[src/rtl/cedec_pkg.sv]
package cedec_pkg;

  typedef enum logic {
    KEEP_LAST  = 1'b0,
    KEEP_FIRST = 1'b1
  } keep_pol_e;

  typedef enum logic {
    LAT_ONE  = 1'b0,
    LAT_ZERO = 1'b1
  } lat_mode_e;

  // width of a slot counter for a frame of m samples (at least one bit)
  function automatic int unsigned slot_width(input int unsigned m);
    return (m > 1) ? $clog2(m) : 1;
  endfunction

endpackage

[src/rtl/cedec_frame_ctr.sv]
// Counts input enables within a frame and flags the frame's final slot one
// cycle ahead, so the shutter select comes straight from a flop.
module cedec_frame_ctr #(
  parameter int unsigned FACTOR = 4,
  parameter int unsigned CNT_W  = 2
) (
  input  logic             clk,
  input  logic             rst_n,
  input  logic             in_en,
  output logic [CNT_W-1:0] slot_q,
  output logic             last_slot_q
);

  localparam logic [CNT_W-1:0] LAST_SLOT  = CNT_W'(FACTOR - 1);
  localparam logic             LAST_RESET = (FACTOR == 1);

  logic [CNT_W-1:0] slot_d;
  logic             last_slot_d;

  always_comb begin
    slot_d = slot_q;
    if (in_en) begin
      slot_d = (slot_q == LAST_SLOT) ? '0 : slot_q + 1'b1;
    end
    last_slot_d = (slot_d == LAST_SLOT);
  end

  always_ff @(posedge clk or negedge rst_n) begin
    if (!rst_n) begin
      slot_q      <= '0;
      last_slot_q <= LAST_RESET;
    end else begin
      slot_q      <= slot_d;
      last_slot_q <= last_slot_d;
    end
  end

endmodule

[src/rtl/cedec_first_hold.sv]
// Keep-first policy: captures the slot-0 sample and presents it as the
// frame's live sample; at slot 0 the current input is already that sample.
module cedec_first_hold #(
  parameter int unsigned DATA_W = 16,
  parameter int unsigned CNT_W  = 2
) (
  input  logic              clk,
  input  logic              rst_n,
  input  logic              in_en,
  input  logic [CNT_W-1:0]  slot,
  input  logic [DATA_W-1:0] din,
  output logic [DATA_W-1:0] live
);

  logic              at_first;
  logic [DATA_W-1:0] first_q;
  logic [DATA_W-1:0] first_d;

  assign at_first = (slot == '0);

  always_comb begin
    first_d = first_q;
    if (in_en && at_first) begin
      first_d = din;
    end
  end

  always_ff @(posedge clk or negedge rst_n) begin
    if (!rst_n) begin
      first_q <= '0;
    end else begin
      first_q <= first_d;
    end
  end

  assign live = at_first ? din : first_q;

endmodule

[src/rtl/cedec_out_reg.sv]
// Output-rate register: loads the live sample on the output enable.
module cedec_out_reg #(
  parameter int unsigned DATA_W = 16
) (
  input  logic              clk,
  input  logic              rst_n,
  input  logic              load,
  input  logic [DATA_W-1:0] live,
  output logic [DATA_W-1:0] hold_q
);

  logic [DATA_W-1:0] hold_d;

  always_comb begin
    hold_d = hold_q;
    if (load) begin
      hold_d = live;
    end
  end

  always_ff @(posedge clk or negedge rst_n) begin
    if (!rst_n) begin
      hold_q <= '0;
    end else begin
      hold_q <= hold_d;
    end
  end

endmodule

[src/rtl/cedec_shutter.sv]
// Zero-latency stage: the held register plus an output multiplexer whose
// select is the registered last-slot flag qualified by the input enable.
module cedec_shutter #(
  parameter int unsigned DATA_W = 16
) (
  input  logic              clk,
  input  logic              rst_n,
  input  logic              in_en,
  input  logic              last_slot_q,
  input  logic              load,
  input  logic [DATA_W-1:0] live,
  output logic [DATA_W-1:0] dout
);

  logic              open_now;
  logic [DATA_W-1:0] held;

  cedec_out_reg #(
    .DATA_W (DATA_W)
  ) u_hold (
    .clk    (clk),
    .rst_n  (rst_n),
    .load   (load),
    .live   (live),
    .hold_q (held)
  );

  assign open_now = last_slot_q & in_en;
  assign dout     = open_now ? live : held;

endmodule

[src/rtl/cedec_downsampler.sv]
module cedec_downsampler #(
  parameter int unsigned           DATA_W  = 16,
  parameter int unsigned           FACTOR  = 4,
  parameter cedec_pkg::keep_pol_e  KEEP    = cedec_pkg::KEEP_LAST,
  parameter cedec_pkg::lat_mode_e  LATENCY = cedec_pkg::LAT_ONE
) (
  input  logic              clk,
  input  logic              rst_n,
  input  logic              in_en,
  input  logic              out_en,
  input  logic [DATA_W-1:0] din,
  output logic [DATA_W-1:0] dout
);

  localparam int unsigned CNT_W = cedec_pkg::slot_width(FACTOR);

  logic [CNT_W-1:0]  slot_w;
  logic              last_slot_w;
  logic [DATA_W-1:0] live_smp;

  cedec_frame_ctr #(
    .FACTOR (FACTOR),
    .CNT_W  (CNT_W)
  ) u_frame (
    .clk         (clk),
    .rst_n       (rst_n),
    .in_en       (in_en),
    .slot_q      (slot_w),
    .last_slot_q (last_slot_w)
  );

  if (KEEP == cedec_pkg::KEEP_FIRST) begin : g_keep_first
    cedec_first_hold #(
      .DATA_W (DATA_W),
      .CNT_W  (CNT_W)
    ) u_first (
      .clk   (clk),
      .rst_n (rst_n),
      .in_en (in_en),
      .slot  (slot_w),
      .din   (din),
      .live  (live_smp)
    );
  end else begin : g_keep_last
    assign live_smp = din;
  end

  if (LATENCY == cedec_pkg::LAT_ZERO) begin : g_zero_lat
    cedec_shutter #(
      .DATA_W (DATA_W)
    ) u_shut (
      .clk         (clk),
      .rst_n       (rst_n),
      .in_en       (in_en),
      .last_slot_q (last_slot_w),
      .load        (out_en),
      .live        (live_smp),
      .dout        (dout)
    );
  end else begin : g_one_lat
    cedec_out_reg #(
      .DATA_W (DATA_W)
    ) u_out (
      .clk    (clk),
      .rst_n  (rst_n),
      .load   (out_en),
      .live   (live_smp),
      .hold_q (dout)
    );
  end

endmodule

[config.mk]
export PLATFORM = sky130hd
export DESIGN_NAME = cedec_downsampler
export DESIGN_NICKNAME = d
export VERILOG_FILES = /design/src/rtl/cedec_pkg.sv /design/src/rtl/cedec_frame_ctr.sv /design/src/rtl/cedec_first_hold.sv /design/src/rtl/cedec_out_reg.sv /design/src/rtl/cedec_shutter.sv /design/src/rtl/cedec_downsampler.sv
export SDC_FILE = /design/constraint.sdc
export NUM_CORES = 1
export LEC_CHECK = 0
export CORE_MARGIN = 10
export CORE_UTILIZATION = 39
export DETAILED_ROUTE_END_ITERATION = 8
export GPL_TIMING_DRIVEN = 0
export PLACE_DENSITY = 0.79
export SYNTH_ARGS = -nofsm -noshare
export SYNTH_HDL_FRONTEND = slang
export SYNTH_SLANG_ARGS = --single-unit
[constraint.sdc]
create_clock -name clk -period 1.9 [get_ports clk]
set_input_delay 0.38 -clock clk [delete_from_list [all_inputs] [get_ports clk]]
set_output_delay 0.38 -clock clk [all_outputs]
set_load 0.02 [all_outputs]
Yosys cells after proc, flatten, opt, wreduce, memory -nomap -nowiden

Cells that the tools add are included.

Bits in registers: 16
Bits of input ports: 20

Longest topological paths before layout

Gate-level depths: netlist (run 1).

Depth in word-level cells: 0
Mapped depth: 3
Gate-level depth less buffers: 1

Least setup slack after synthesis (run 1)

OpenSTA, ideal clock, no wires.

Kind: input to register
From: input out_en
To: register g_one_lat.u_out.hold_q[10]
Arrival: 0.916 ns
Data required time: 1.775 ns
Slack: 0.858 ns
Stages: 3
Buffers on the path: 2
Cells stage by stage: buf_6 > buf_12 > mux2_4

RTL lines:

| item                 | line                    | source |
|---|---|---|
| start, declared      | cedec_downsampler.sv:10 | `input logic out_en,` |
| end signal, assigned | cedec_out_reg.sv:25     | `hold_q <= hold_d;` |
| end, declared        | cedec_out_reg.sv:9      | `output logic [DATA_W-1:0] hold_q` |

No word-level cell between the ends.

Final worst setup path (run 1)

From: register g_one_lat.u_out.hold_q[5]
To: output dout[5]

RTL lines:

| item          | line                    | source |
|---|---|---|
| end, declared | cedec_downsampler.sv:12 | `output logic [DATA_W-1:0] dout` |

No word-level cell between the ends.

==> metrics.csv, run 1 <==
stage;metric;value;unit
clocking;Clk pin slew, worst setup/hold paths;90;ps
critical_path;Crit path largest cell delay;610;ps
logic_synthesis;Post-synth EDFFs;0;
power;LEAKAGE;0.458;nW
power;Pwr Density;807;nW/um^2
sta;Final setup viols;0;
logic_synthesis;post-synth top area cell;dfrtp_1;
clocking;post-CTS setup buffers;0;
logic_synthesis;register area share after synthesis;61.7;%
die;# IOs;36;
logic_synthesis;Cell variety after synth;5;
critical_path;Crit path required time;1520;ps
sta;Hold Vio Cnt, Final;0;
logic_synthesis;Syn. warnings;0;
sta;Final period util;86.3;%
final_layout;Area Overhead vs Synth;59.5;%
final_layout;largest register by flop count;g_one_lat.u_out.hold_q;
critical_path;Critical Path Start;g_one_lat.u_out.hold_q[5];
worst_hold_path;hold crit path type;in -> reg;
logic_synthesis;FF+latch count, synth;16;
place;GPL Wtd Cong;0.651;
global_routing;GRT overflow;0;
worst_hold_path;Hold Crit Start;out_en;
logic_synthesis;Post-synth top flop;dfrtp_1;
die;Die Width;60.8;um
logic_synthesis;asr flop ratio synth;100;%
logic_synthesis;synth top area cells;dfrtp_1, mux2_4, mux2_2;
sta;Slew Viols, Final;0;
clocking;htree depth;1;
sta;Final min period;1640;ps
die;chip height;60.8;um
routing;DR pass1 iterations;2;
sta;setup tns final;0;ps
sta;RSZ-0062 raised after global routing;no;
sta;final worst setup slack;260;ps
die;Rows;14;
clocking;Clock Latency Late Sink;280;ps
logic_synthesis;top cells by count, synth;dfrtp_1, mux2_4, mux2_2, buf_12, buf_6;
logic_synthesis;most frequent cell after synthesis;dfrtp_1;
critical_path;critical path's slowest cell;clkdlybuf4s50_1;
die;Initial Util;42.1;%
critical_path;CP top delay family;buffers and inverters;
clocking;CTS hold repair buffers;0;
clocking;Root Buffer Master;clkbuf_4;
logic_synthesis;Synth top area share;61.7;%
place;detailed placer's ending HPWL;1210;um
critical_path;crit-path max FO;2;
global_routing;gr usage total;8.56;%
place;post-place setup slack;565;ps
global_routing;largest net degree at the start of global routing;17;
die;Core ar.;1540;um^2
routing;DR vias;416;
critical_path;Worst Setup Start Kind;register;
global_routing;antenna violations before repair;0;
final_layout;Layout Nets;92;
routing;WL/cell;17.4;um
critical_path;CP Capture Type;output pin;
routing;post-DR vias/cell;4.78;
logic_synthesis;Syn Nets;54;
sta;FMAX;0.610;GHz
routing;drt total wl;1510;um
final_layout;number of flip-flops in the largest register;16;
sta;Min Hold Slack;390;ps
sta;Clock Skew;0;ps
routing;DRT iter0 DRCs;3;
logic_synthesis;Syn Std Cell Area;649;um^2
critical_path;Crit path buffers/inverters;1;
global_routing;first-pass GRT wire length;2280;um
outcome;run status;finished clean;
clocking;post-CTS resize count;0;
sta;Worst-Margin Slew;692;ps
clocking;CTS tree;done;
logic_synthesis;Post-Synthesis Cells;34;
logic_synthesis;syn avg cell area;19.1;um^2
clocking;total CTS buffers;3;
critical_path;Crit Path Class;reg -> out;
critical_path;crit path DAT;1260;ps
routing;post-route ant nets;0;
place;Post-Place Cell Area;1000;um^2
clocking;CTS sink cnt;16;
place;Port Buffers;33;
critical_path;r2r startpoint;g_one_lat.u_out.hold_q[5];
critical_path;CP cell instances;clkdlybuf4s50_1;
global_routing;vias in the first global route;451;
routing;drc violations;0;
die;die area;3700;um^2
clocking;CTS max path bufs;2;
job;Max-cap violations;0;
final_layout;largest registers;g_one_lat.u_out.hold_q x16;
final_layout;fraction of layout cells with a size suffix above 1;31.0;%
final_layout;ANT cells;0;
final_layout;post-route cell area;1040;um^2
final_layout;Layout fillers;120;
sta;Slew headroom;53.7;%
final_layout;Finished Core Util;67.2;%
power;maximum VDD drop;0.000562;V
-- per-layer routing --
layer	part of all wire [%]	global-route usage, %	up-vias
met5	0	0	-
met4	0.40	4.70	0
met3	19	7.31	2
met2	42	11.4	24
met1	39	9.19	197
li1	-	-	193
-- final timing paths --
path	end	slack, ps	cells past startpoint
max	dout[5]	260	1
max reg2reg	g_one_lat.u_out.hold_q[5]	1140	1
min in group asynchronous	g_one_lat.u_out.hold_q[12]	510	1
min reg2reg	g_one_lat.u_out.hold_q[2]	510	1
min	g_one_lat.u_out.hold_q[2]	390	2
max in group asynchronous	g_one_lat.u_out.hold_q[11]	950	1
-- logic make-up after synthesis --
kind of cell and synth area share (%):
mux 33.5, flops 61.7, buf+inv 4.82
-- placed cells by master (no fill, tap or decap) --
cell type        netlist  layout
mux2_2                 6       6
buf_6                  1       1
mux2_4                10      10
clkdlybuf4s50_1        0      33
clkbuf_4               0       3
clkbuf_8               0       1
buf_12                 1       1
dfrtp_1               16      16
-- per-stage QoR --
stage | instances | total power [mW]
final | 87 | 0.836
after CTS | 87 | 0.855
after floorplan | 34 | 0.502
after detailed placement | 83 | 0.625
after global routing | 87 | 0.884
after global placement | 83 | 0.622
-- cell type report --
class                      count  area (um^2)  area share, %
buffer                         2         31.3           3.02
sequential                    16          400           38.6
clock buffer                   4         36.3           3.50
multi-input combinational     16          218           21.0
timing repair buffer          33          330           31.9
tap                           16         20.0           1.93
-- power by group --
part           switching (mW)  internal (mW)  leakage, nW
Clock                   0.105          0.117       0.0210
Combinational          0.0877          0.135        0.250
Sequential             0.0166          0.374        0.187
Power figures use the tool's default switching activity.
==> inputs of run 2 (changes only) <==
--- a/config.mk
+++ b/config.mk
@@ -6,10 +6,10 @@
 export NUM_CORES = 1
 export LEC_CHECK = 0
 export CORE_MARGIN = 10
-export CORE_UTILIZATION = 39
+export CORE_UTILIZATION = 30
 export DETAILED_ROUTE_END_ITERATION = 8
 export GPL_TIMING_DRIVEN = 0
-export PLACE_DENSITY = 0.79
+export PLACE_DENSITY = 0.63
 export SYNTH_ARGS = -nofsm -noshare
 export SYNTH_HDL_FRONTEND = slang
 export SYNTH_SLANG_ARGS = --single-unit
==> constraint.sdc (replaced) <==
create_clock -name clk -period 1.9 [get_ports clk]
set_input_delay 0.38 -clock clk [delete_from_list [all_inputs] [get_ports clk]]
set_output_delay 0.38 -clock clk [all_outputs]
set_load 0.05 [all_outputs]
==> metrics.csv, run 2 (same netlist as run 1, synthesis figures left out) <==
stage;metric;value;unit
sta;Slew headroom;53.9;%
power;Int Power;0.625;mW
global_routing;vias in the first global route;490;
critical_path;crit path DAT;1460;ps
sta;Hold Vio Cnt, Final;0;
final_layout;fraction of layout cells with a size suffix above 1;31.0;%
critical_path;crit-path max FO;2;
sta;Worst-Margin Slew;689;ps
place;Port Buffers;33;
routing;DR pass1 iterations;1;
place;Inst Count DP;94;
final_layout;largest register by flop count;g_one_lat.u_out.hold_q;
critical_path;Crit path buffers/inverters;1;
clocking;CTS tree;done;
power;Pwr Density;866;nW/um^2
die;Core ar.;2000;um^2
power;maximum VDD drop;0.000633;V
clocking;CTS max path bufs;2;
final_layout;Area Overhead vs Synth;63.2;%
critical_path;CP top delay family;buffers and inverters;
clocking;Root Buffer Master;clkbuf_4;
sta;Final setup viols;0;
clocking;Clock Latency Late Sink;280;ps
routing;drt total wl;1470;um
routing;WL/cell;15.0;um
sta;FMAX;0.542;GHz
final_layout;final non-filler cell total;98;
outcome;run status;finished clean;
clocking;htree depth;1;
sta;Clock Skew;0;ps
critical_path;Crit path largest cell delay;830;ps
critical_path;Crit Path Class;reg -> out;
critical_path;r2r startpoint;g_one_lat.u_out.hold_q[10];
job;Max-cap violations;0;
final_layout;Layout Nets;92;
sta;setup tns final;0;ps
sta;RSZ-0062 raised after global routing;no;
final_layout;number of flip-flops in the largest register;16;
power;Comb power frac;32.9;%
clocking;Clk pin slew, worst setup/hold paths;100;ps
die;Die Width;66.5;um
routing;DRT iter0 DRCs;0;
die;chip height;66.5;um
critical_path;R2R setup slack;1130;ps
power;Clock Power Share;24.4;%
critical_path;critical path's slowest cell;clkdlybuf4s50_1;
sta;Final period util;97.1;%
power;LEAKAGE;0.495;nW
clocking;CTS sink cnt;16;
die;Rows;16;
critical_path;Critical Path Start;g_one_lat.u_out.hold_q[13];
critical_path;CP cell instances;clkdlybuf4s50_1;
final_layout;leading cell type in the layout, fill and taps excluded;clkdlybuf4s50_1;
worst_hold_path;hold crit path type;in -> reg;
sta;Slew Viols, Final;0;
worst_hold_path;Hold Crit Endpoint;g_one_lat.u_out.hold_q[15];
global_routing;largest net degree at the start of global routing;17;
die;die area;4430;um^2
global_routing;gr usage total;7.06;%
final_layout;largest registers;g_one_lat.u_out.hold_q x16;
routing;DR vias;421;
routing;drc violations;0;
final_layout;ANT cells;0;
critical_path;Worst Setup Start Kind;register;
clocking;post-CTS setup buffers;0;
global_routing;antenna violations before repair;0;
global_routing;GRT overflow;0;
sta;Final min period;1840;ps
die;# IOs;36;
power;switching power;0.293;mW
place;detailed placer's ending HPWL;1180;um
critical_path;CP Capture Type;output pin;
critical_path;R2R cell count;1;
final_layout;post-route cell area;1060;um^2
die;Initial Util;32.4;%
place;Post-Place Cell Area;1010;um^2
critical_path;Crit path required time;1520;ps
sta;Min Hold Slack;385;ps
critical_path;Critical R2R Capture;g_one_lat.u_out.hold_q[10];
worst_hold_path;Hold Path Stages;2;
place;GPL Wtd Cong;0.647;
routing;post-DR vias/cell;4.30;
worst_hold_path;Hold Crit Start;out_en;
routing;post-route ant nets;0;
global_routing;first-pass GRT wire length;2390;um
power;Reg power frac;42.7;%
power;switching share of power;31.9;%
final_layout;most frequent cells in the layout;clkdlybuf4s50_1, dfrtp_1, mux2_4;
clocking;total CTS buffers;3;
[run 2: cell count changes in the layout (fill, tap and decap cells not counted)]
cell / delta
dlymetal6s2s_1: +4
clkdlybuf4s50_1: -4
[run 2: layout make-up]
class | count | area, um^2
fillers | 179 | 942
flip-flops and latches | 16 | 400
repair buffers | 33 | 340
multi-input cells | 16 | 218
clock buffers | 4 | 36.3
well taps | 27 | 33.8
plain buffers | 2 | 31.3
[run 2: layer usage]
metal  vias up  global-route usage [%]  part of all wire [%]
met5         -                       0                     0
met4         0                    2.36                     0
met2        25                    9.45                    41
met1       205                    7.43                    40
met3         0                    7.02                    19
li1        191                       -                     -
[run 2: worst max-delay path by stage]
| stage | cells past startpoint | slack, ps | end |
|---|---|---|---|
| 6_report | 1 | 60 | dout[13] |
| 5_1_grt | 1 | 0.9 | dout[8] |
| 3_5_place_dp | 1 | 370 | dout[10] |
| 2_1_floorplan | 3 | 860 | g_one_lat.u_out.hold_q[10] |
| 4_1_cts | 1 | 20 | dout[1] |
| 3_3_place_gp | 1 | 360 | dout[6] |
[run 2: through the flow]
step,util (%),setup slack (ps),power [mW]
final,52.9,55.6,0.918
after global routing,52.9,0.851,0.960
after CTS,52.4,23.3,0.936
after detailed placement,50.6,369,0.705
after global placement,50.6,360,0.704
after floorplan,-,858,0.581
[run 2: timing repair]
action                     in CTS  in global routing
hold buffers                    0                  0
gates resized for setup         0                  4
setup endpoints to repair       0                  4
[run 2: power groups by stage]
stage          Combinational, mW  Sequential (mW)  Clock, mW
2_1_floorplan             0.0613            0.520          0
3_3_place_gp               0.305            0.399          0
3_5_place_dp               0.306            0.399          0
4_1_cts                    0.307            0.393      0.237
5_1_grt                    0.316            0.397      0.246
6_report                   0.302            0.392      0.224
==> inputs of run 3 (changes only) <==
--- a/config.mk
+++ b/config.mk
@@ -5,6 +5,7 @@
 export SDC_FILE = /design/constraint.sdc
 export NUM_CORES = 1
 export LEC_CHECK = 0
+export CORE_ASPECT_RATIO = 0.75
 export CORE_MARGIN = 10
 export CORE_UTILIZATION = 30
 export DETAILED_ROUTE_END_ITERATION = 8
==> constraint.sdc (replaced) <==
create_clock -name clk -period 2.1 [get_ports clk]
set_input_delay 0.63 -clock clk [delete_from_list [all_inputs] [get_ports clk]]
set_output_delay 0.63 -clock clk [all_outputs]
set_load 0.05 [all_outputs]
==> metrics.csv, run 3 (same netlist as run 1, synthesis figures left out) <==
stage;metric;value;unit
job;Max-cap violations;0;
sta;Worst-Margin Slew;727;ps
final_layout;Layout Nets;92;
clocking;total CTS buffers;3;
power;total power;0.820;mW
power;maximum VDD drop;0.000470;V
critical_path;Crit path largest cell delay;540;ps
final_layout;number of flip-flops in the largest register;16;
critical_path;CP top delay family;buffers and inverters;
critical_path;crit path DAT;1210;ps
die;# IOs;36;
final_layout;final non-filler cell total;95;
global_routing;most heavily used metal layer in global routing;met2;
place;post-place setup slack;311;ps
die;Rows;14;
sta;Slew headroom;51.4;%
place;Inst Count DP;91;
global_routing;GRT overflow;0;
final_layout;ANT cells;0;
global_routing;first-pass GRT wire length;2520;um
die;Initial Util;32.0;%
clocking;htree depth;1;
clocking;CTS tree;done;
die;Die Width;73.7;um
critical_path;crit-path max FO;2;
critical_path;Crit path buffers/inverters;1;
place;Post-Place Cell Area;1010;um^2
sta;Final setup viols;0;
global_routing;grt met1 use;9.19;%
critical_path;Crit Path Class;reg -> out;
clocking;Clk pin slew, worst setup/hold paths;100;ps
die;die area;4440;um^2
clocking;CTS max path bufs;2;
final_layout;Area Overhead vs Synth;60.9;%
routing;DRT iter0 DRCs;12;
routing;drc violations;0;
sta;FMAX;0.545;GHz
outcome;run status;finished clean;
sta;RSZ-0062 raised after global routing;no;
final_layout;leading cell type in the layout, fill and taps excluded;clkdlybuf4s50_1;
sta;Slew Viols, Final;0;
place;GPL Wtd Cong;0.640;
final_layout;post-route cell area;1040;um^2
routing;DR pass1 iterations;3;
final_layout;fraction of layout cells with a size suffix above 1;31.0;%
global_routing;antenna violations before repair;0;
sta;Hold Vio Cnt, Final;0;
global_routing;met2 usage;11.2;%
critical_path;Worst Setup Start Kind;register;
clocking;Clock Latency Late Sink;290;ps
sta;Clock Skew;0;ps
place;Port Buffers;33;
clocking;Root Buffer Master;clkbuf_4;
place;detailed placer's ending HPWL;1240;um
global_routing;gr usage total;7.55;%
sta;Final period util;87.4;%
final_layout;Layout fillers;176;
worst_hold_path;hold crit path type;reg -> reg;
global_routing;largest net degree at the start of global routing;17;
clocking;CTS sink cnt;16;
sta;Final min period;1840;ps
critical_path;critical path's slowest cell;dlygate4sd2_1;
final_layout;largest register by flop count;g_one_lat.u_out.hold_q;
global_routing;met3 Resource Use GR;4.97;%
critical_path;CP Capture Type;output pin;
power;Pwr Density;785;nW/um^2
critical_path;Crit path required time;1470;ps
routing;post-DR vias/cell;4.35;
final_layout;largest registers;g_one_lat.u_out.hold_q x16;
global_routing;vias in the first global route;476;
die;chip height;60.3;um
routing;WL/cell;16.8;um
sta;final worst setup slack;264;ps
routing;post-route ant nets;0;
critical_path;CP cell instances;dlygate4sd2_1;
die;Core ar.;2030;um^2
routing;drt total wl;1590;um
final_layout;most frequent cells in the layout;clkdlybuf4s50_1, dfrtp_1, dlygate4sd2_1;
routing;DR vias;413;
sta;setup tns final;0;ps
power;LEAKAGE;0.520;nW
==> run 3: cell count changes in the layout (fill, tap and decap cells not counted) <==
cell	change
dlygate4sd2_1	+11
clkdlybuf4s50_1	-12
dlymetal6s2s_1	+1
==> run 3: per-stage QoR <==
stage          hold WS [ps]  util [%]
6_report                507      51.4
5_1_grt                 530      51.4
4_1_cts                 514      50.8
3_5_place_dp            493      49.7
3_3_place_gp            491      49.7
2_1_floorplan           334         -
==> run 3: path summary, 6_finish.rpt <==
kind | start | to | slack (ps) | cells after the start
min | g_one_lat.u_out.hold_q[1] | g_one_lat.u_out.hold_q[1] | 510 | 1
max reg2reg | g_one_lat.u_out.hold_q[4] | g_one_lat.u_out.hold_q[4] | 1320 | 1
min in group asynchronous | rst_n | g_one_lat.u_out.hold_q[15] | 760 | 1
max | g_one_lat.u_out.hold_q[4] | dout[4] | 260 | 1
max in group asynchronous | rst_n | g_one_lat.u_out.hold_q[7] | 880 | 1
min reg2reg | g_one_lat.u_out.hold_q[1] | g_one_lat.u_out.hold_q[1] | 510 | 1
==> run 3: timing repair <==
action	in CTS	in global routing
pin swaps	0	0
setup endpoints to repair	11	5
setup buffers	0	0
hold buffers	0	0
resized for setup	11	5
==> run 3: per-layer routing <==
metal	part of all wire (%)	wire length, um
met1	41	652
met2	51	809
met3	8.2	131
met4	0	0
met5	0	0
==> run 3: layout make-up <==
class                   instances  area [um^2]  area share, %
plain buffers                   2         31.3           2.99
well taps                      24         30.0           2.87
multi-input cells              16          218           20.8
clock buffers                   4         36.3           3.47
flip-flops and latches         16          400           38.3
repair buffers                 33          329           31.5
==> run 3: where the power goes <==
| group | leakage, nW | internal, mW | switching (mW) |
|---|---|---|---|
| combinational | 0.312 | 0.106 | 0.153 |
| clock | 0.0210 | 0.106 | 0.102 |
| sequential | 0.187 | 0.339 | 0.0149 |
